===== src/rtl/slq_pkg.sv =====
package slq_pkg;

  localparam int NUM_Q = 2;

  typedef enum logic {
    Q_IND = 1'b0,
    Q_DEP = 1'b1
  } qsel_e;

endpackage


===== src/rtl/slq_fifo.sv =====
module slq_fifo #(
  parameter int WIDTH = 17,
  parameter int DEPTH = 8
) (
  input  logic             clk,
  input  logic             rst_n,
  input  logic             flush,
  input  logic             push,
  input  logic [WIDTH-1:0] push_data,
  input  logic             pop,
  output logic             head_valid,
  output logic [WIDTH-1:0] head_data,
  output logic             full
);

  localparam int PTR_W = (DEPTH > 1) ? $clog2(DEPTH) : 1;
  localparam int CNT_W = $clog2(DEPTH + 1);
  localparam logic [PTR_W-1:0] LAST = PTR_W'(DEPTH - 1);

  logic [WIDTH-1:0] store [DEPTH];
  logic [PTR_W-1:0] rd_ptr, rd_ptr_n;
  logic [PTR_W-1:0] wr_ptr, wr_ptr_n;
  logic [CNT_W-1:0] count, count_n;

  function automatic logic [PTR_W-1:0] bump(input logic [PTR_W-1:0] p);
    return (p == LAST) ? '0 : p + 1'b1;
  endfunction

  always_comb begin
    rd_ptr_n = rd_ptr;
    wr_ptr_n = wr_ptr;
    count_n  = count;
    if (flush) begin
      rd_ptr_n = '0;
      wr_ptr_n = '0;
      count_n  = '0;
    end else begin
      if (push) wr_ptr_n = bump(wr_ptr);
      if (pop)  rd_ptr_n = bump(rd_ptr);
      if (push && !pop)      count_n = count + 1'b1;
      else if (pop && !push) count_n = count - 1'b1;
    end
  end

  always_ff @(posedge clk or negedge rst_n) begin
    if (!rst_n) begin
      rd_ptr <= '0;
      wr_ptr <= '0;
      count  <= '0;
    end else begin
      rd_ptr <= rd_ptr_n;
      wr_ptr <= wr_ptr_n;
      count  <= count_n;
    end
  end

  always_ff @(posedge clk) begin
    if (push && !flush) store[wr_ptr] <= push_data;
  end

  assign head_valid = (count != '0);
  assign head_data  = store[rd_ptr];
  assign full       = (count == CNT_W'(DEPTH));

  AST_NO_OVERFLOW: assert property (@(posedge clk) disable iff (!rst_n)
    push |-> !full);
  AST_NO_UNDERFLOW: assert property (@(posedge clk) disable iff (!rst_n)
    pop |-> head_valid);
  AST_FLUSH_EMPTIES: assert property (@(posedge clk) disable iff (!rst_n)
    flush |=> !head_valid);

endmodule


===== src/rtl/slq_track.sv =====
module slq_track #(
  parameter int NUM_REGS = 32,
  parameter int TAG_W    = 5
) (
  input  logic                clk,
  input  logic                rst_n,
  input  logic                flush,
  input  logic                disp_fire,
  input  logic [TAG_W-1:0]    disp_dst,
  input  logic                disp_mark,
  input  logic                wb_valid,
  input  logic [TAG_W-1:0]    wb_tag,
  input  logic                ldc_valid,
  input  logic [TAG_W-1:0]    ldc_tag,
  output logic [NUM_REGS-1:0] rdy,
  output logic [NUM_REGS-1:0] mem_wait
);

  logic [NUM_REGS-1:0] rdy_n, wait_n;

  always_comb begin
    rdy_n  = rdy;
    wait_n = mem_wait;
    if (wb_valid) begin
      rdy_n[wb_tag]  = 1'b1;
      wait_n[wb_tag] = 1'b0;
    end
    if (ldc_valid) begin
      rdy_n[ldc_tag]  = 1'b1;
      wait_n[ldc_tag] = 1'b0;
    end
    if (disp_fire) begin
      rdy_n[disp_dst]  = 1'b0;
      wait_n[disp_dst] = disp_mark;
    end
    if (flush) wait_n = '0;
  end

  always_ff @(posedge clk or negedge rst_n) begin
    if (!rst_n) begin
      rdy      <= '1;
      mem_wait <= '0;
    end else begin
      rdy      <= rdy_n;
      mem_wait <= wait_n;
    end
  end

  AST_FLUSH_CLEARS_WAIT: assert property (@(posedge clk) disable iff (!rst_n)
    flush |=> (mem_wait == '0));
  AST_WB_MAKES_READY: assert property (@(posedge clk) disable iff (!rst_n)
    (wb_valid && !(disp_fire && disp_dst == wb_tag)) |=> rdy[$past(wb_tag)]);

endmodule


===== src/rtl/slq_port.sv =====
module slq_port #(
  parameter int NUM_REGS = 32,
  parameter int TAG_W    = 5
) (
  input  logic                head_valid,
  input  logic [TAG_W-1:0]    head_src0,
  input  logic [TAG_W-1:0]    head_src1,
  input  logic [NUM_REGS-1:0] rdy,
  input  logic                port_ready,
  output logic                iss_valid,
  output logic                pop
);

  logic ops_ready;

  always_comb begin
    ops_ready = rdy[head_src0] && rdy[head_src1];
    iss_valid = head_valid && ops_ready;
    pop       = iss_valid && port_ready;
  end

endmodule


===== src/rtl/slice_issue_unit.sv =====
module slice_issue_unit
  import slq_pkg::*;
#(
  parameter int NUM_REGS = 32,
  parameter int QDEPTH   = 8,
  localparam int TAG_W   = $clog2(NUM_REGS)
) (
  input  logic             clk,
  input  logic             rst_n,
  input  logic             flush,
  input  logic             disp_valid,
  output logic             disp_ready,
  input  logic [TAG_W-1:0] disp_src0,
  input  logic [TAG_W-1:0] disp_src1,
  input  logic [TAG_W-1:0] disp_dst,
  input  logic             disp_is_load,
  input  logic             disp_slice,
  input  logic             wb_valid,
  input  logic [TAG_W-1:0] wb_tag,
  input  logic             ldc_valid,
  input  logic [TAG_W-1:0] ldc_tag,
  output logic             ind_valid,
  input  logic             ind_ready,
  output logic [TAG_W-1:0] ind_src0,
  output logic [TAG_W-1:0] ind_src1,
  output logic [TAG_W-1:0] ind_dst,
  output logic             ind_is_load,
  output logic             ind_slice,
  output logic             dep_valid,
  input  logic             dep_ready,
  output logic [TAG_W-1:0] dep_src0,
  output logic [TAG_W-1:0] dep_src1,
  output logic [TAG_W-1:0] dep_dst,
  output logic             dep_is_load,
  output logic             dep_slice
);

  // Packed micro-op: {slice, is_load, dst, src1, src0}
  localparam int UOP_W = 3 * TAG_W + 2;
  localparam int S0_LO = 0;
  localparam int S1_LO = TAG_W;
  localparam int DS_LO = 2 * TAG_W;
  localparam int LD_B  = 3 * TAG_W;
  localparam int SL_B  = 3 * TAG_W + 1;

  logic [NUM_REGS-1:0] rdy, mem_wait;
  logic [NUM_Q-1:0]    q_push, q_pop, q_full, q_hvalid, q_iss, q_prdy;
  logic [UOP_W-1:0]    q_hdata [NUM_Q];
  logic [UOP_W-1:0]    disp_uop;
  logic                wait_hit, tgt_full, disp_fire;

  // Steering on the registered waits-on-memory bits
  always_comb begin
    wait_hit  = mem_wait[disp_src0] || mem_wait[disp_src1];
    tgt_full  = wait_hit ? q_full[Q_DEP] : q_full[Q_IND];
    disp_ready = !flush && !tgt_full;
    disp_fire = disp_valid && disp_ready;
    q_push    = '0;
    q_push[Q_IND] = disp_fire && !wait_hit;
    q_push[Q_DEP] = disp_fire && wait_hit;
    disp_uop  = {disp_slice, disp_is_load, disp_dst, disp_src1, disp_src0};
  end

  assign q_prdy[Q_IND] = ind_ready;
  assign q_prdy[Q_DEP] = dep_ready;

  slq_track #(
    .NUM_REGS (NUM_REGS),
    .TAG_W    (TAG_W)
  ) u_track (
    .clk       (clk),
    .rst_n     (rst_n),
    .flush     (flush),
    .disp_fire (disp_fire),
    .disp_dst  (disp_dst),
    .disp_mark (disp_is_load || wait_hit),
    .wb_valid  (wb_valid),
    .wb_tag    (wb_tag),
    .ldc_valid (ldc_valid),
    .ldc_tag   (ldc_tag),
    .rdy       (rdy),
    .mem_wait  (mem_wait)
  );

  for (genvar q = 0; q < NUM_Q; q++) begin : g_queue
    slq_fifo #(
      .WIDTH (UOP_W),
      .DEPTH (QDEPTH)
    ) u_fifo (
      .clk        (clk),
      .rst_n      (rst_n),
      .flush      (flush),
      .push       (q_push[q]),
      .push_data  (disp_uop),
      .pop        (q_pop[q]),
      .head_valid (q_hvalid[q]),
      .head_data  (q_hdata[q]),
      .full       (q_full[q])
    );

    slq_port #(
      .NUM_REGS (NUM_REGS),
      .TAG_W    (TAG_W)
    ) u_port (
      .head_valid (q_hvalid[q]),
      .head_src0  (q_hdata[q][S0_LO +: TAG_W]),
      .head_src1  (q_hdata[q][S1_LO +: TAG_W]),
      .rdy        (rdy),
      .port_ready (q_prdy[q]),
      .iss_valid  (q_iss[q]),
      .pop        (q_pop[q])
    );

    AST_STALL_HOLDS: assert property (@(posedge clk) disable iff (!rst_n)
      (q_iss[q] && !q_prdy[q] && !flush) |=> (q_iss[q] && $stable(q_hdata[q])));
  end

  assign ind_valid   = q_iss[Q_IND];
  assign ind_src0    = q_hdata[Q_IND][S0_LO +: TAG_W];
  assign ind_src1    = q_hdata[Q_IND][S1_LO +: TAG_W];
  assign ind_dst     = q_hdata[Q_IND][DS_LO +: TAG_W];
  assign ind_is_load = q_hdata[Q_IND][LD_B];
  assign ind_slice   = q_hdata[Q_IND][SL_B];

  assign dep_valid   = q_iss[Q_DEP];
  assign dep_src0    = q_hdata[Q_DEP][S0_LO +: TAG_W];
  assign dep_src1    = q_hdata[Q_DEP][S1_LO +: TAG_W];
  assign dep_dst     = q_hdata[Q_DEP][DS_LO +: TAG_W];
  assign dep_is_load = q_hdata[Q_DEP][LD_B];
  assign dep_slice   = q_hdata[Q_DEP][SL_B];

  AST_ONE_DISPATCH: assert property (@(posedge clk) disable iff (!rst_n)
    $onehot0(q_push));
  AST_NO_DISPATCH_IN_FLUSH: assert property (@(posedge clk) disable iff (!rst_n)
    flush |-> (q_push == '0));

endmodule


===== config.mk =====
export PLATFORM = sky130hd
export DESIGN_NAME = slice_issue_unit
export DESIGN_NICKNAME = d
export VERILOG_FILES = /design/src/rtl/slq_pkg.sv /design/src/rtl/slq_fifo.sv /design/src/rtl/slq_track.sv /design/src/rtl/slq_port.sv /design/src/rtl/slice_issue_unit.sv
export SDC_FILE = /design/constraint.sdc
export NUM_CORES = 1
export LEC_CHECK = 0
export BUFFER_PORTS_ARGS = -buffer_cell sky130_fd_sc_hd__buf_4
export CELL_PAD_IN_SITES_DETAIL_PLACEMENT = 0
export CELL_PAD_IN_SITES_GLOBAL_PLACEMENT = 1
export CORE_MARGIN = 1
export CORE_UTILIZATION = 45
export DETAILED_ROUTE_END_ITERATION = 8
export PLACE_DENSITY_LB_ADDON = 0.12
export REMOVE_ABC_BUFFERS = 1
export SKIP_CTS_REPAIR_TIMING = 1
export SYNTH_ARGS = -nofsm -noshare
export SYNTH_HDL_FRONTEND = slang
export SYNTH_SLANG_ARGS = --single-unit
export TNS_END_PERCENT = 5

===== constraint.sdc =====
create_clock -name clk -period 3.9 [get_ports clk]
set_input_delay 0.195 -clock clk [delete_from_list [all_inputs] [get_ports clk]]
set_output_delay 0.195 -clock clk [all_outputs]
set_load 0.005 [all_outputs]

* Word-level counts from Yosys, hierarchy flattened
Memories as Yosys holds them, arrays and structs flattened. Index checks and enable logic that the tools add are counted.
Word-level totals: bits in writable memories 272, output and inout port bits 37, memories 2, register bits after elaboration 84
Cells by class: bitwise operators 8, add/subtract/negate cells 8, reduce and logical (&&, ||, !) cells 36, $lt $le $gt $ge 12, multiplexer cells 49, eq/ne operators 6
Memories:
- g_queue[0].u_fifo.store | words 8, bits a word 17, rd ports 1, clocked after Yosys merged registers in 0, wr ports 1, line slq_fifo.sv:20 | logic [WIDTH-1:0] store [DEPTH];
- g_queue[1].u_fifo.store | words 8, bits a word 17, rd ports 1, clocked after Yosys merged registers in 0, wr ports 1, line slq_fifo.sv:20
Operators by type and width (number):
- 32-bit 2-to-1 mux | 7
- 32-bit bitwise AND | 3
- 32-bit NOT | 3
- 32-bit OR | 2
- 5-bit by 6-bit < comparator with 1-bit output (second input constant) | 9
- 3-bit 2-to-1 mux | 12
- 32-bit bitwise mux | 1
- 1-bit binary-select mux with 5-bit select | 6
- 4-bit 2-to-1 mux | 6
- 1-bit logical AND | 19
- 1-bit demux with 5-bit select | 3
- 5-bit by 1-bit greater-or-equal comparator with 1-bit output (second input constant) | 3
- 1-bit 2-to-1 mux | 14
- 3-bit by 1-bit adder with 3-bit output (second input constant) | 4
- 3-bit equality test (second input constant) | 4
- 4-bit by 1-bit adder with 4-bit output (second input constant) | 2
- 4-bit equality test (second input constant) | 2
- 2-bit nonzero test | 4
- 4-bit nonzero test | 2
- 4-bit by 1-bit subtractor with 4-bit output (second input constant) | 2
- 1-bit logical NOT | 7
- 3-bit nonzero test | 2
- 1-bit logical OR | 2

* Depth between registers and ports, before layout
Gate-level depths: netlist of the first run.
depth in word-level cells 13, gate-level depth with buffers 19

* Cells and area by module
A second synthesis of the first run with hierarchy kept.
Unflattened totals: cells, all modules 1079, area, all modules 17190.2 um^2
Modules (own cells, without submodules):
- slq_fifo at g_queue[1].u_fifo | area an instance 5914.4 um^2, sequential area each 4334.2 um^2, instances 1, cells an instance 272
- slq_fifo at g_queue[0].u_fifo | area an instance 5888.1 um^2, sequential area each 4334.2 um^2, instances 1, cells an instance 271
- slq_track | area an instance 3368.2 um^2, sequential area each 1641.6 um^2, instances 1, cells an instance 327
- slq_port | area an instance 669.4 um^2, sequential area each 0.0 um^2, instances 2, cells an instance 68
- slice_issue_unit | area an instance 680.7 um^2, sequential area each 0.0 um^2, instances 1, cells an instance 73

* Worst setup path after synthesis of the first run
No wires, ideal clock.
path kind input -> register, start input disp_src0[0], end memory g_queue[0].u_fifo.store[3][0] (enable), library setup time 0.416 ns, required time 3.484 ns, stages on the path 9, path buffers 2, slack -0.221 ns, data arrival time 3.705 ns, cell sequence buf_2 > mux4_2 > mux4_2 > mux2i_1 > nand2_1 > nor2_1 > clkbuf_1 > nand2_1 > nor3b_1
Between the ends: word-level cells in the longest chain between the ends 11
Ends and longest elaborated chain:
- start: declaration | line slice_issue_unit.sv:13 | input logic [TAG_W-1:0] disp_src0,
- 1-bit binary-select mux with 5-bit select * | line slice_issue_unit.sv:54 | wait_hit = mem_wait[disp_src0] || mem_wait[disp_src1];
- 1-bit 2-to-1 mux (implied by the code) * | line slice_issue_unit.sv:54
- 1-bit logical OR * | line slice_issue_unit.sv:54
- 1-bit 2-to-1 mux | line slice_issue_unit.sv:55 | tgt_full = wait_hit ? q_full[Q_DEP] : q_full[Q_IND];
- 1-bit logical NOT | line slice_issue_unit.sv:56 | disp_ready = !flush && !tgt_full;
- 1-bit logical AND | line slice_issue_unit.sv:56
- 1-bit logical AND | line slice_issue_unit.sv:57 | disp_fire = disp_valid && disp_ready;
- 1-bit logical AND * | line slice_issue_unit.sv:59 | q_push[Q_IND] = disp_fire && !wait_hit;
- 1-bit logical AND * | line slq_fifo.sv:58 | if (push && !flush) store[wr_ptr] <= push_data;
- 1-bit 2-to-1 mux * | line slq_fifo.sv:58
- 1-bit 2-to-1 mux (implied by the code) * | line slq_fifo.sv:58
- end: declaration | line slq_fifo.sv:20
Every way passes the cells marked *; elsewhere a longest branch is shown, timed or not. The select of a mux whose other input is x is not followed.

* Worst setup path after layout of the first run
start register g_queue[1].u_fifo.rd_ptr[0], end register g_queue[1].u_fifo.count[3]
Between the ends: word-level cells in the longest chain between the ends 10
Ends and longest elaborated chain:
- start: declaration | line slq_fifo.sv:21 | logic [PTR_W-1:0] rd_ptr, rd_ptr_n;
- start signal: assignment | line slq_fifo.sv:51 | rd_ptr <= rd_ptr_n;
- memory 8 x 17 bit *
- 1-bit binary-select mux with 5-bit select | line slq_port.sv:17 | ops_ready = rdy[head_src0] && rdy[head_src1];
- 1-bit 2-to-1 mux (implied by the code) | line slq_port.sv:17
- 1-bit logical AND * | line slq_port.sv:17
- 1-bit logical AND * | line slq_port.sv:18 | iss_valid = head_valid && ops_ready;
- 1-bit logical AND * | line slq_port.sv:19 | pop = iss_valid && port_ready;
- 1-bit logical NOT | line slq_fifo.sv:40 | if (push && !pop) count_n = count + 1'b1;
- 1-bit logical AND | line slq_fifo.sv:40
- 4-bit 2-to-1 mux | line slq_fifo.sv:40
- 4-bit 2-to-1 mux | line slq_fifo.sv:33 | if (flush) begin
- end signal: assignment | line slq_fifo.sv:53 | count <= count_n;
- end: declaration | line slq_fifo.sv:23 | logic [CNT_W-1:0] count, count_n;
Marked as above. A chain may end at the register's enable or synchronous reset.

==> impl_metrics.py, run 1 <==
metrics = {
    "yosys": {
        "synth-edff-count": 272,
        "avgSynthCellArea_um2": 15.3,
        "yosysWarnings": 0,
        "synth_area_um2": 16900,
        "async_reset_ff_frac": 0.236,
        "synth_cell_types": 58,
        "yosys.area.top_type": "edfxtp_1",
        "synth_area_leaders": "edfxtp_1, mux4_2, dfrtp_1",
        "seq_area_frac_synth": 0.611,
        "synth-seq-cells": 356,
        "synth_top_area_share": 0.484,
        "synth_ff_type": "edfxtp_1",
        "syn_inst": 1101,
    },
    "min_path": {
        "min_path_type": "in -> reg",
        "min_from": "disp_is_load",
        "holdPathEnd": "g_queue[1].u_fifo.store[2][15]$_DFFE_PP_",
        "hold_depth": 1,
    },
    "floorplan": {
        "core-area_um2": 36800,
        "ioPinCount": 72,
        "rows": 70,
        "die-area_um2": 38300,
        "start_util": 0.459,
        "fp.dieW_um": 196,
        "die_y_um": 196,
    },
    "clocking": {
        "clock_sinks": 356,
        "cts_root_buf": "clkbuf_16",
        "cts_tree": "yes",
        "clockBufferDepth": 3,
        "worstSkewPairLatency_ns": 0.54,
        "htree_levels": 2,
        "cts.clk_slew.worst_paths_ns": 0.06,
        "cts_buffers": 39,
    },
    "sta": {
        "rsz0062_at_grt": "true",
        "fin_ws_ns": -0.0381,
        "finalHoldViolCount": 0,
        "finalMaxSlewViolations": 0,
        "setup_violations": 1,
        "fin_crit_ns": 3.94,
        "worst_slew_pin_slew_ns": 1.19,
        "slew_headroom": 0.207,
        "max_freq_ghz": 0.254,
        "timing.hold.ws_ns": 0.0229,
        "final.setup_skew_ns": 0.0173,
        "finalCritPeriodShare": 1.01,
    },
    "route": {
        "avgViaCountPerCell": 6.07,
        "final_antenna_net_count": 0,
        "wl_um": 46900,
        "drc": 0,
        "dr.pass1.iters": 5,
        "wl_per_cell_um": 26.5,
        "vias": 10700,
        "drt_iter0_drc": 789,
    },
    "layout": {
        "drive_gt1_frac": 0.362,
        "num-fill-cells": 3007,
        "finalInstanceArea_um2": 20300,
        "fin_cells": 1768,
        "final_nets": 1318,
        "syn2layout_area_growth_pct": 20.3,
        "antennaDiodeCount": 0,
    },
    "global_route": {
        "use_met2": 0.386,
        "grt_overflow": 0,
        "grt_pass1_vias": 10700,
        "grt_start_max_net_pins": 60,
        "busiest_layer": "met2",
        "grtUsageTotal": 0.244,
        "antenna_found_initial": 1,
        "grt_pass1_wl_um": 68300,
        "met1_usage": 0.348,
        "met3_usage": 0.0339,
    },
    "status": {
        "violations": "negative setup slack",
        "outcome": "complete, but fails checks",
    },
    "placement": {
        "port_buffers": 71,
        "placed_cell_area_um2": 18700,
        "gp_congestion": 0.895,
        "place_hpwl_um": 30800,
        "place_ws_ns": -0.148,
        "place_inst": 1680,
    },
    "critical_path": {
        "r2r_end": "g_queue[1].u_fifo.count[3]$_DFFE_PN0P_",
        "critical_path_class": "reg -> reg",
        "required_ns": 4.33,
        "r2r_cells": 16,
        "crit_path_end_kind": "flop",
        "critPathMaxFanout": 7,
        "r2r_setup_slack_ns": -0.04,
        "r2r-start": "g_queue[1].u_fifo.rd_ptr[0]$_DFFE_PN0P_",
        "arrival_ns": 4.37,
        "critPathLaunchType": "flop",
    },
    "job": {
        "maxCapViolCount": 0,
    },
    "power": {
        "p_leak_nw": 7.23,
        "power.density_nw_per_um2": 498,
        "ir_worst_vdd_mv": 0.273,
    },
}
==> through the flow <==
| stage | power (mW) | util | setup TNS [ns] |
|---|---|---|---|
| floorplan | 5.53 | - | -16.34 |
| global placement | 6.37 | 0.508 | -0.0799 |
| detailed placement | 6.37 | 0.508 | -0.180 |
| CTS | 10.1 | 0.543 | -0.250 |
| global route | 10.5 | 0.552 | -0.279 |
| finish | 10.1 | 0.552 | -0.0381 |
==> where the power goes <==
| part | leakage, nW | internal (mW) | switching, mW |
|---|---|---|---|
| logic | 3.11 | 0.886 | 0.887 |
| clock network | 0.620 | 2.22 | 1.51 |
| registers | 3.50 | 4.33 | 0.284 |
| total | 7.23 | 7.43 | 2.68 |
==> state kept, by name, summed over array words and instances (netlist names) <==
register               cells
u_track.rdy               32
g_queue.u_fifo.wr_ptr      6
g_queue.u_fifo.store     272
g_queue.u_fifo.count       8
u_track.mem_wait          32
g_queue.u_fifo.rd_ptr      6
==> per-layer routing <==
layer | up-vias | share of wire | routed length [um]
li1 | 4744 | - | -
met1 | 5523 | 0.45 | 21000
met2 | 372 | 0.46 | 21700
met3 | 100 | 0.053 | 2500
met4 | 0 | 0.035 | 1660
met5 | - | 0 | 0
==> cell families after synthesis <==
kind of cell,synth area share
AOI/OAI and AO/OA,0.0627
xor gates and xnor gates,0.00208
adders and majority gates,0.0105
buffers and inverters,0.0222
DFF,0.611
muxes,0.204
and+or+nand+nor,0.0873
==> area by class of cell <==
cell class                      count  area (um^2)  area share
Timing Repair Buffer              194         1630      0.0801
Tap cell                          468          586      0.0288
Sequential cell                   356        10300       0.508
Multi-Input combinational cell    661         6400       0.316
Clock buffer                       52         1030      0.0510
Clock inverter                     19          263      0.0129
Inverter                           18         67.6     0.00333
==> cell usage in the layout (no fill, tap or decap), drive strengths merged, types with 3 or more instances in the layout <==
master and instances:
bufinv 5, dfstp 32, inv 20, nor2b 16, o22a 9, clkbuf 53, o21a 11, nand3 42
nor2 56, mux2 36, edfxtp 272, dfrtp 52, a22oi 18, o221ai 5, clkinv 10, o31ai 9
ha 11, mux2i 88, nor4 3, o22ai 29, nand4 5, a221oi 5, buf 191, nand3b 17
a22o 4, or3b 22, a31oi 4, nor3b 24, or3 4, a21o 5, nor3 14, and2 6
xor2 4, nand2b 14, mux4 97, o21ai 35, a21oi 12, nand2 39
==> synth_stat cells, drive strengths merged (6+ instances only) <==
| cell | n |
|---|---|
| a21oi | 12 |
| a22oi | 18 |
| and2 | 6 |
| buf | 24 |
| clkbuf | 44 |
| dfrtp | 52 |
| dfstp | 32 |
| edfxtp | 272 |
| ha | 11 |
| inv | 18 |
| mux2 | 36 |
| mux2i | 88 |
| mux4 | 95 |
| nand2 | 39 |
| nand2b | 14 |
| nand3 | 42 |
| nand3b | 17 |
| nor2 | 56 |
| nor2b | 16 |
| nor3 | 14 |
| nor3b | 24 |
| o21a | 11 |
| o21ai | 35 |
| o22a | 9 |
| o22ai | 29 |
| o31ai | 9 |
| or3b | 22 |
==> critical path, stage by stage, from the launching register on <==
cell	delay, ns
dfrtp_2	0.44
buf_6	0.15
mux2i_2	0.16
mux4_2	0.61
mux2i_1	0.19
a22oi_2	0.23
nand3b_1	0.12
a211oi_2	0.30
o2111ai_2	0.22
nand2_1	0.13
ha_1	0.24
a21o_1	0.17
a21oi_2	0.18
nor2b_2	0.07
mux2_4	0.26
mux2_4	0.26
o22ai_1	0.11
==> how the worst max path moves through the flow <==
stage | endpoint | depth (start not counted) | startpoint
after global placement | g_queue[1].u_fifo.count[3]$_DFFE_PN0P_ | 16 | g_queue[1].u_fifo.rd_ptr[0]$_DFFE_PN0P_
after floorplan | g_queue[1].u_fifo.count[3]$_DFFE_PN0P_ | 15 | g_queue[1].u_fifo.rd_ptr[0]$_DFFE_PN0P_
after CTS | g_queue[1].u_fifo.count[3]$_DFFE_PN0P_ | 16 | g_queue[1].u_fifo.rd_ptr[0]$_DFFE_PN0P_
after detailed placement | g_queue[1].u_fifo.count[3]$_DFFE_PN0P_ | 16 | g_queue[1].u_fifo.rd_ptr[0]$_DFFE_PN0P_
final | g_queue[1].u_fifo.count[3]$_DFFE_PN0P_ | 16 | g_queue[1].u_fifo.rd_ptr[0]$_DFFE_PN0P_
after global routing | g_queue[1].u_fifo.count[3]$_DFFE_PN0P_ | 16 | g_queue[1].u_fifo.rd_ptr[0]$_DFFE_PN0P_
(Power assumes the default switching activity.)
==> inputs of run 2 (changes only) <==
--- a/config.mk
+++ b/config.mk
@@ -9,9 +9,9 @@
 export CELL_PAD_IN_SITES_DETAIL_PLACEMENT = 0
 export CELL_PAD_IN_SITES_GLOBAL_PLACEMENT = 1
 export CORE_MARGIN = 1
-export CORE_UTILIZATION = 45
+export CORE_UTILIZATION = 48
 export DETAILED_ROUTE_END_ITERATION = 8
-export PLACE_DENSITY_LB_ADDON = 0.12
+export PLACE_DENSITY = 0.74
 export REMOVE_ABC_BUFFERS = 1
 export SKIP_CTS_REPAIR_TIMING = 1
 export SYNTH_ARGS = -nofsm -noshare
==> impl_metrics.py, run 2 (synthesis gave the netlist of run 1 again) <==
metrics = {
    "min_path": {
        "min_from": "disp_is_load",
        "hold_depth": 1,
        "holdPathEnd": "g_queue[0].u_fifo.store[1][15]$_DFFE_PP_",
        "min_path_type": "in -> reg",
    },
    "floorplan": {
        "core-area_um2": 34500,
        "start_util": 0.488,
        "rows": 68,
        "fp.dieW_um": 189,
        "die-area_um2": 35900,
        "ioPinCount": 72,
        "die_y_um": 189,
    },
    "job": {
        "maxCapViolCount": 0,
    },
    "power": {
        "intPower_mw": 7.55,
        "switching_power_mw": 2.62,
        "p_leak_nw": 7.16,
        "switching_share": 0.258,
        "p_seq_frac": 0.454,
        "p_total_mw": 10.2,
        "pwr-share-comb": 0.168,
        "clkPwrFrac": 0.378,
        "ir_worst_vdd_mv": 0.309,
        "power.density_nw_per_um2": 507,
    },
    "sta": {
        "finalHoldViolCount": 0,
        "setup_violations": 1,
        "slew_headroom": 0.244,
        "fin_crit_ns": 4.00,
        "fin_ws_ns": -0.0990,
        "rsz0062_at_grt": "true",
        "max_freq_ghz": 0.250,
        "worst_slew_pin_slew_ns": 1.13,
        "finalMaxSlewViolations": 0,
        "finalCritPeriodShare": 1.03,
        "final.setup_skew_ns": 0.0108,
    },
    "layout": {
        "final_cell_mix": "edfxtp_1, buf_4, mux4_2",
        "reg_top3": "g_queue.u_fifo.store x272, u_track.mem_wait x32, u_track.rdy x32",
        "num-fill-cells": 2774,
        "largest_reg_flops": 272,
        "syn2layout_area_growth_pct": 19.0,
        "layout_commonest_cell": "edfxtp_1",
        "antennaDiodeCount": 0,
        "final_nets": 1299,
        "regMostFlops": "g_queue.u_fifo.store",
        "drive_gt1_frac": 0.349,
    },
    "critical_path": {
        "r2r_setup_slack_ns": -0.1,
        "required_ns": 4.34,
        "critPathLaunchType": "flop",
        "crit_path_end_kind": "flop",
        "r2r_cells": 17,
        "arrival_ns": 4.44,
        "r2r_end": "g_queue[1].u_fifo.count[3]$_DFFE_PN0P_",
        "critPathMaxFanout": 6,
        "critical_path_class": "reg -> reg",
        "r2r-start": "g_queue[1].u_fifo.rd_ptr[0]$_DFFE_PN0P_",
    },
    "global_route": {
        "grtUsageTotal": 0.258,
        "grt_start_max_net_pins": 63,
        "grt_pass1_wl_um": 68200,
        "antenna_found_initial": 0,
        "grt_overflow": 0,
        "grt_pass1_vias": 10800,
    },
    "clocking": {
        "cts_tree": "yes",
        "cts_root_buf": "clkbuf_16",
        "worstSkewPairLatency_ns": 0.52,
        "cts_buffers": 40,
        "cts.clk_slew.worst_paths_ns": 0.06,
        "htree_levels": 2,
        "clock_sinks": 356,
        "clockBufferDepth": 3,
    },
    "status": {
        "outcome": "complete, but fails checks",
        "violations": "negative setup slack",
    },
    "route": {
        "vias": 10700,
        "drt_iter0_drc": 1002,
        "wl_um": 45500,
        "wl_per_cell_um": 26.2,
        "avgViaCountPerCell": 6.17,
        "drc": 0,
        "dr.pass1.iters": 5,
        "final_antenna_net_count": 0,
    },
    "placement": {
        "gp_congestion": 0.907,
        "port_buffers": 71,
        "place_ws_ns": -0.302,
        "place_hpwl_um": 29700,
    },
}
-- run 2: per-layer routing --
layer  track usage  part of all wire
met3        0.0341             0.060
met4        0.0940             0.037
met2         0.409              0.47
met1         0.367              0.43
met5             0                 0
-- run 2: final cells by class --
cell class                      count  area [um^2]  area share
Clock buffer                       55         1140      0.0568
Clock inverter                     18          215      0.0107
Inverter                           18         67.6     0.00337
Multi-Input combinational cell    659         6340       0.316
Sequential cell                   356        10300       0.514
Tap cell                          455          569      0.0284
Timing Repair Buffer              176         1420      0.0709
-- run 2: worst max-delay path by stage --
stage,depth (start not counted),end,startpoint
4_1_cts,18,g_queue[1].u_fifo.count[3]$_DFFE_PN0P_,g_queue[1].u_fifo.rd_ptr[0]$_DFFE_PN0P_
5_1_grt,17,g_queue[1].u_fifo.count[3]$_DFFE_PN0P_,g_queue[1].u_fifo.rd_ptr[0]$_DFFE_PN0P_
2_1_floorplan,15,g_queue[1].u_fifo.count[3]$_DFFE_PN0P_,g_queue[1].u_fifo.rd_ptr[0]$_DFFE_PN0P_
3_5_place_dp,18,g_queue[1].u_fifo.count[3]$_DFFE_PN0P_,g_queue[1].u_fifo.rd_ptr[0]$_DFFE_PN0P_
3_3_place_gp,18,g_queue[1].u_fifo.count[3]$_DFFE_PN0P_,g_queue[1].u_fifo.rd_ptr[0]$_DFFE_PN0P_
6_report,17,g_queue[1].u_fifo.count[3]$_DFFE_PN0P_,g_queue[1].u_fifo.rd_ptr[0]$_DFFE_PN0P_
-- run 2: critical path, cell delays in order (launching register included) --
cell and delay, ns:
dfrtp_4 0.50, buf_8 0.15, mux2i_2 0.14, mux4_2 0.59
buf_6 0.18, mux2i_1 0.12, a22oi_1 0.21, nand3b_1 0.11
a211oi_2 0.29, o2111ai_2 0.22, nand2_1 0.14, ha_1 0.23
a21o_1 0.17, a21oi_2 0.18, nor2b_2 0.07, mux2_4 0.26
mux2_4 0.26, o22ai_2 0.10
-- run 2: power groups by stage --
stage | logic, mW | clock network, mW | registers (mW)
detailed placement | 1.62 | 0 | 4.69
global route | 1.84 | 4.04 | 4.63
finish | 1.71 | 3.84 | 4.62
global placement | 1.60 | 0 | 4.69
CTS | 1.63 | 3.90 | 4.61
floorplan | 0.955 | 0 | 4.57
-- run 2: per-stage QoR --
step	TNS [ns]	hold WS (ns)	util	cells	cell area (um^2)
final	-0.0990	0.0155	0.581	1737	20100
after global routing	-0.307	0.0322	0.581	1737	20100
after detailed placement	-0.412	0.367	0.536	1653	18500
after global placement	-0.230	0.350	0.536	1653	18500
after floorplan	-16.34	-0.101	-	1033	16600
after CTS	-0.438	-0.176	0.575	1726	19900
==> inputs of run 3 (changes only) <==
--- a/config.mk
+++ b/config.mk
@@ -6,12 +6,11 @@
 export NUM_CORES = 1
 export LEC_CHECK = 0
 export BUFFER_PORTS_ARGS = -buffer_cell sky130_fd_sc_hd__buf_4
-export CELL_PAD_IN_SITES_DETAIL_PLACEMENT = 0
-export CELL_PAD_IN_SITES_GLOBAL_PLACEMENT = 1
 export CORE_MARGIN = 1
-export CORE_UTILIZATION = 48
+export CORE_UTILIZATION = 50
+export CTS_BUF_LIST = sky130_fd_sc_hd__clkbuf_4
 export DETAILED_ROUTE_END_ITERATION = 8
-export PLACE_DENSITY = 0.74
+export PLACE_DENSITY = 0.66
 export REMOVE_ABC_BUFFERS = 1
 export SKIP_CTS_REPAIR_TIMING = 1
 export SYNTH_ARGS = -nofsm -noshare
==> impl_metrics.py, run 3 (synthesis gave the netlist of run 1 again) <==
metrics = {
    "clocking": {
        "worstSkewPairLatency_ns": 0.76,
        "cts.clk_slew.worst_paths_ns": 0.07,
        "cts_tree": "yes",
        "cts_buffers": 92,
        "clock_sinks": 356,
        "htree_levels": 3,
        "cts_root_buf": "clkbuf_4",
        "clockBufferDepth": 3,
    },
    "critical_path": {
        "crit_path_end_kind": "flop",
        "critPathLaunchType": "flop",
        "critical_path_class": "reg -> reg",
        "required_ns": 4.55,
        "crit_cells": 17,
        "cp_cell_sequence": "buf_6 -> mux2i_1 -> mux4_2 -> buf_6 -> mux2i_1 -> a22oi_1 -> nand3b_1 -> a211oi_2 -> o2111ai_2 -> nand2_1 -> ha_1 -> a21o_1 -> a21oi_2 -> nor2b_2 -> mux2_4 -> mux2_4 -> o22ai_2",
        "slowest_stage": "mux4_2",
        "cpPeakStageDelay_ns": 0.55,
        "crit_family": "multiplexers",
        "r2r_cells": 17,
        "critPathMaxFanout": 6,
        "crit_buf_inv": 2,
        "arrival_ns": 4.59,
    },
    "route": {
        "dr.pass1.iters": 8,
        "wl_per_cell_um": 24.8,
        "vias": 11300,
        "drc": 0,
        "drt_iter0_drc": 979,
        "avgViaCountPerCell": 6.16,
        "wl_um": 45300,
        "final_antenna_net_count": 0,
    },
    "sta": {
        "max_freq_ghz": 0.254,
        "fin_crit_ns": 3.93,
        "finalMaxSlewViolations": 0,
        "rsz0062_at_grt": "true",
        "finalCritPeriodShare": 1.01,
        "final.setup_skew_ns": 0.0663,
        "fin_ws_ns": -0.0334,
        "finalHoldViolCount": 2,
        "finalSetupTns_ns": -0.0334,
        "setup_violations": 1,
        "worst_slew_pin_slew_ns": 1.24,
        "slew_headroom": 0.173,
        "timing.hold.ws_ns": -0.0103,
    },
    "layout": {
        "regMostFlops": "g_queue.u_fifo.store",
        "final_nets": 1362,
        "largest_reg_flops": 272,
        "finalInstanceArea_um2": 20000,
        "final_cell_mix": "edfxtp_1, buf_4, clkbuf_4",
        "layout_commonest_cell": "edfxtp_1",
        "drive_gt1_frac": 0.388,
        "reg_top3": "g_queue.u_fifo.store x272, u_track.mem_wait x32, u_track.rdy x32",
        "syn2layout_area_growth_pct": 18.4,
    },
    "global_route": {
        "grtUsageTotal": 0.269,
        "grt_pass1_vias": 11100,
        "grt_overflow": 0,
        "grt_pass1_wl_um": 67500,
        "grt_start_max_net_pins": 71,
        "antenna_found_initial": 2,
    },
    "power": {
        "switching_power_mw": 2.64,
        "p_leak_nw": 7.25,
        "p_seq_frac": 0.483,
        "intPower_mw": 6.94,
        "switching_share": 0.276,
        "power.density_nw_per_um2": 480,
        "pwr-share-comb": 0.173,
        "clkPwrFrac": 0.344,
        "ir_worst_vdd_mv": 0.223,
    },
    "status": {
        "outcome": "complete, but fails checks",
        "violations": "negative hold slack, negative setup slack",
    },
    "floorplan": {
        "core-area_um2": 32900,
        "fp.dieW_um": 186,
        "die_y_um": 186,
        "die-area_um2": 34500,
        "ioPinCount": 72,
        "start_util": 0.513,
        "rows": 66,
    },
    "placement": {
        "port_buffers": 71,
        "gp_congestion": 0.886,
        "place_hpwl_um": 29500,
        "placed_cell_area_um2": 18400,
    },
    "min_path": {
        "min_path_type": "in -> reg",
        "hold_depth": 5,
    },
    "job": {
        "maxCapViolCount": 0,
    },
}
[run 3: metal layers]
metal	track usage	vias to the layer above	part of all wire
li1	-	4867	-
met3	0.0573	73	0.078
met5	0	-	0.00029
met1	0.373	5789	0.42
met4	0.0892	2	0.022
met2	0.424	519	0.48
[run 3: worst reg2reg max path, delay by kind of cell, from the launching register on]
kind | cells | cell delay [ns]
DFF | 1 | 0.52
AOI/OAI and AO/OA | 6 | 1.16
buffers and inverters | 2 | 0.34
muxes | 5 | 1.29
adders and majority gates | 1 | 0.24
and+or+nand+nor | 3 | 0.30
[run 3: area by class of cell]
type	instances	area, um^2
inverters	18	67.6
multi-input cells	659	6320
fillers	2637	12900
repair buffers	187	1500
well taps	442	553
clock buffers	141	1060
clock inverters	21	159
flip-flops and latches	356	10300
diodes	1	2.50
[run 3: through the flow]
stage          power (mW)  setup slack, ns  instances   util
6_report             9.59          -0.0334       1825  0.608
3_5_place_dp         6.27           -0.167       1628  0.558
3_3_place_gp         6.24          -0.0836       1628  0.558
5_1_grt              10.0           -0.198       1825  0.608
2_1_floorplan        5.53            -1.97       1033      -
4_1_cts              9.57           -0.205       1790  0.596
[run 3: path summary, 6_finish.rpt]
kind / startpoint / end / slack (ns)
min in group asynchronous: rst_n / g_queue[1].u_fifo.wr_ptr[2]$_DFFE_PN0P_ / 0.16
hold / removal: wb_tag[2] / u_track.rdy[7]$_DFF_PN1_ / -0.01
hold reg to reg: u_track.rdy[30]$_DFF_PN1_ / u_track.rdy[30]$_DFF_PN1_ / 0.56
max in group asynchronous: rst_n / u_track.rdy[8]$_DFF_PN1_ / 2.86
setup reg to reg: g_queue[1].u_fifo.rd_ptr[0]$_DFFE_PN0P_ / g_queue[1].u_fifo.count[3]$_DFFE_PN0P_ / -0.03
setup / recovery: g_queue[1].u_fifo.rd_ptr[0]$_DFFE_PN0P_ / g_queue[1].u_fifo.count[3]$_DFFE_PN0P_ / -0.03
[run 3: power groups by stage]
stage          Sequential [mW]  Combinational, mW  Clock [mW]
2_1_floorplan             4.57              0.955           0
3_3_place_gp              4.70               1.54           0
3_5_place_dp              4.70               1.57           0
4_1_cts                   4.62               1.57        3.38
5_1_grt                   4.64               1.80        3.57
6_report                  4.63               1.65        3.30
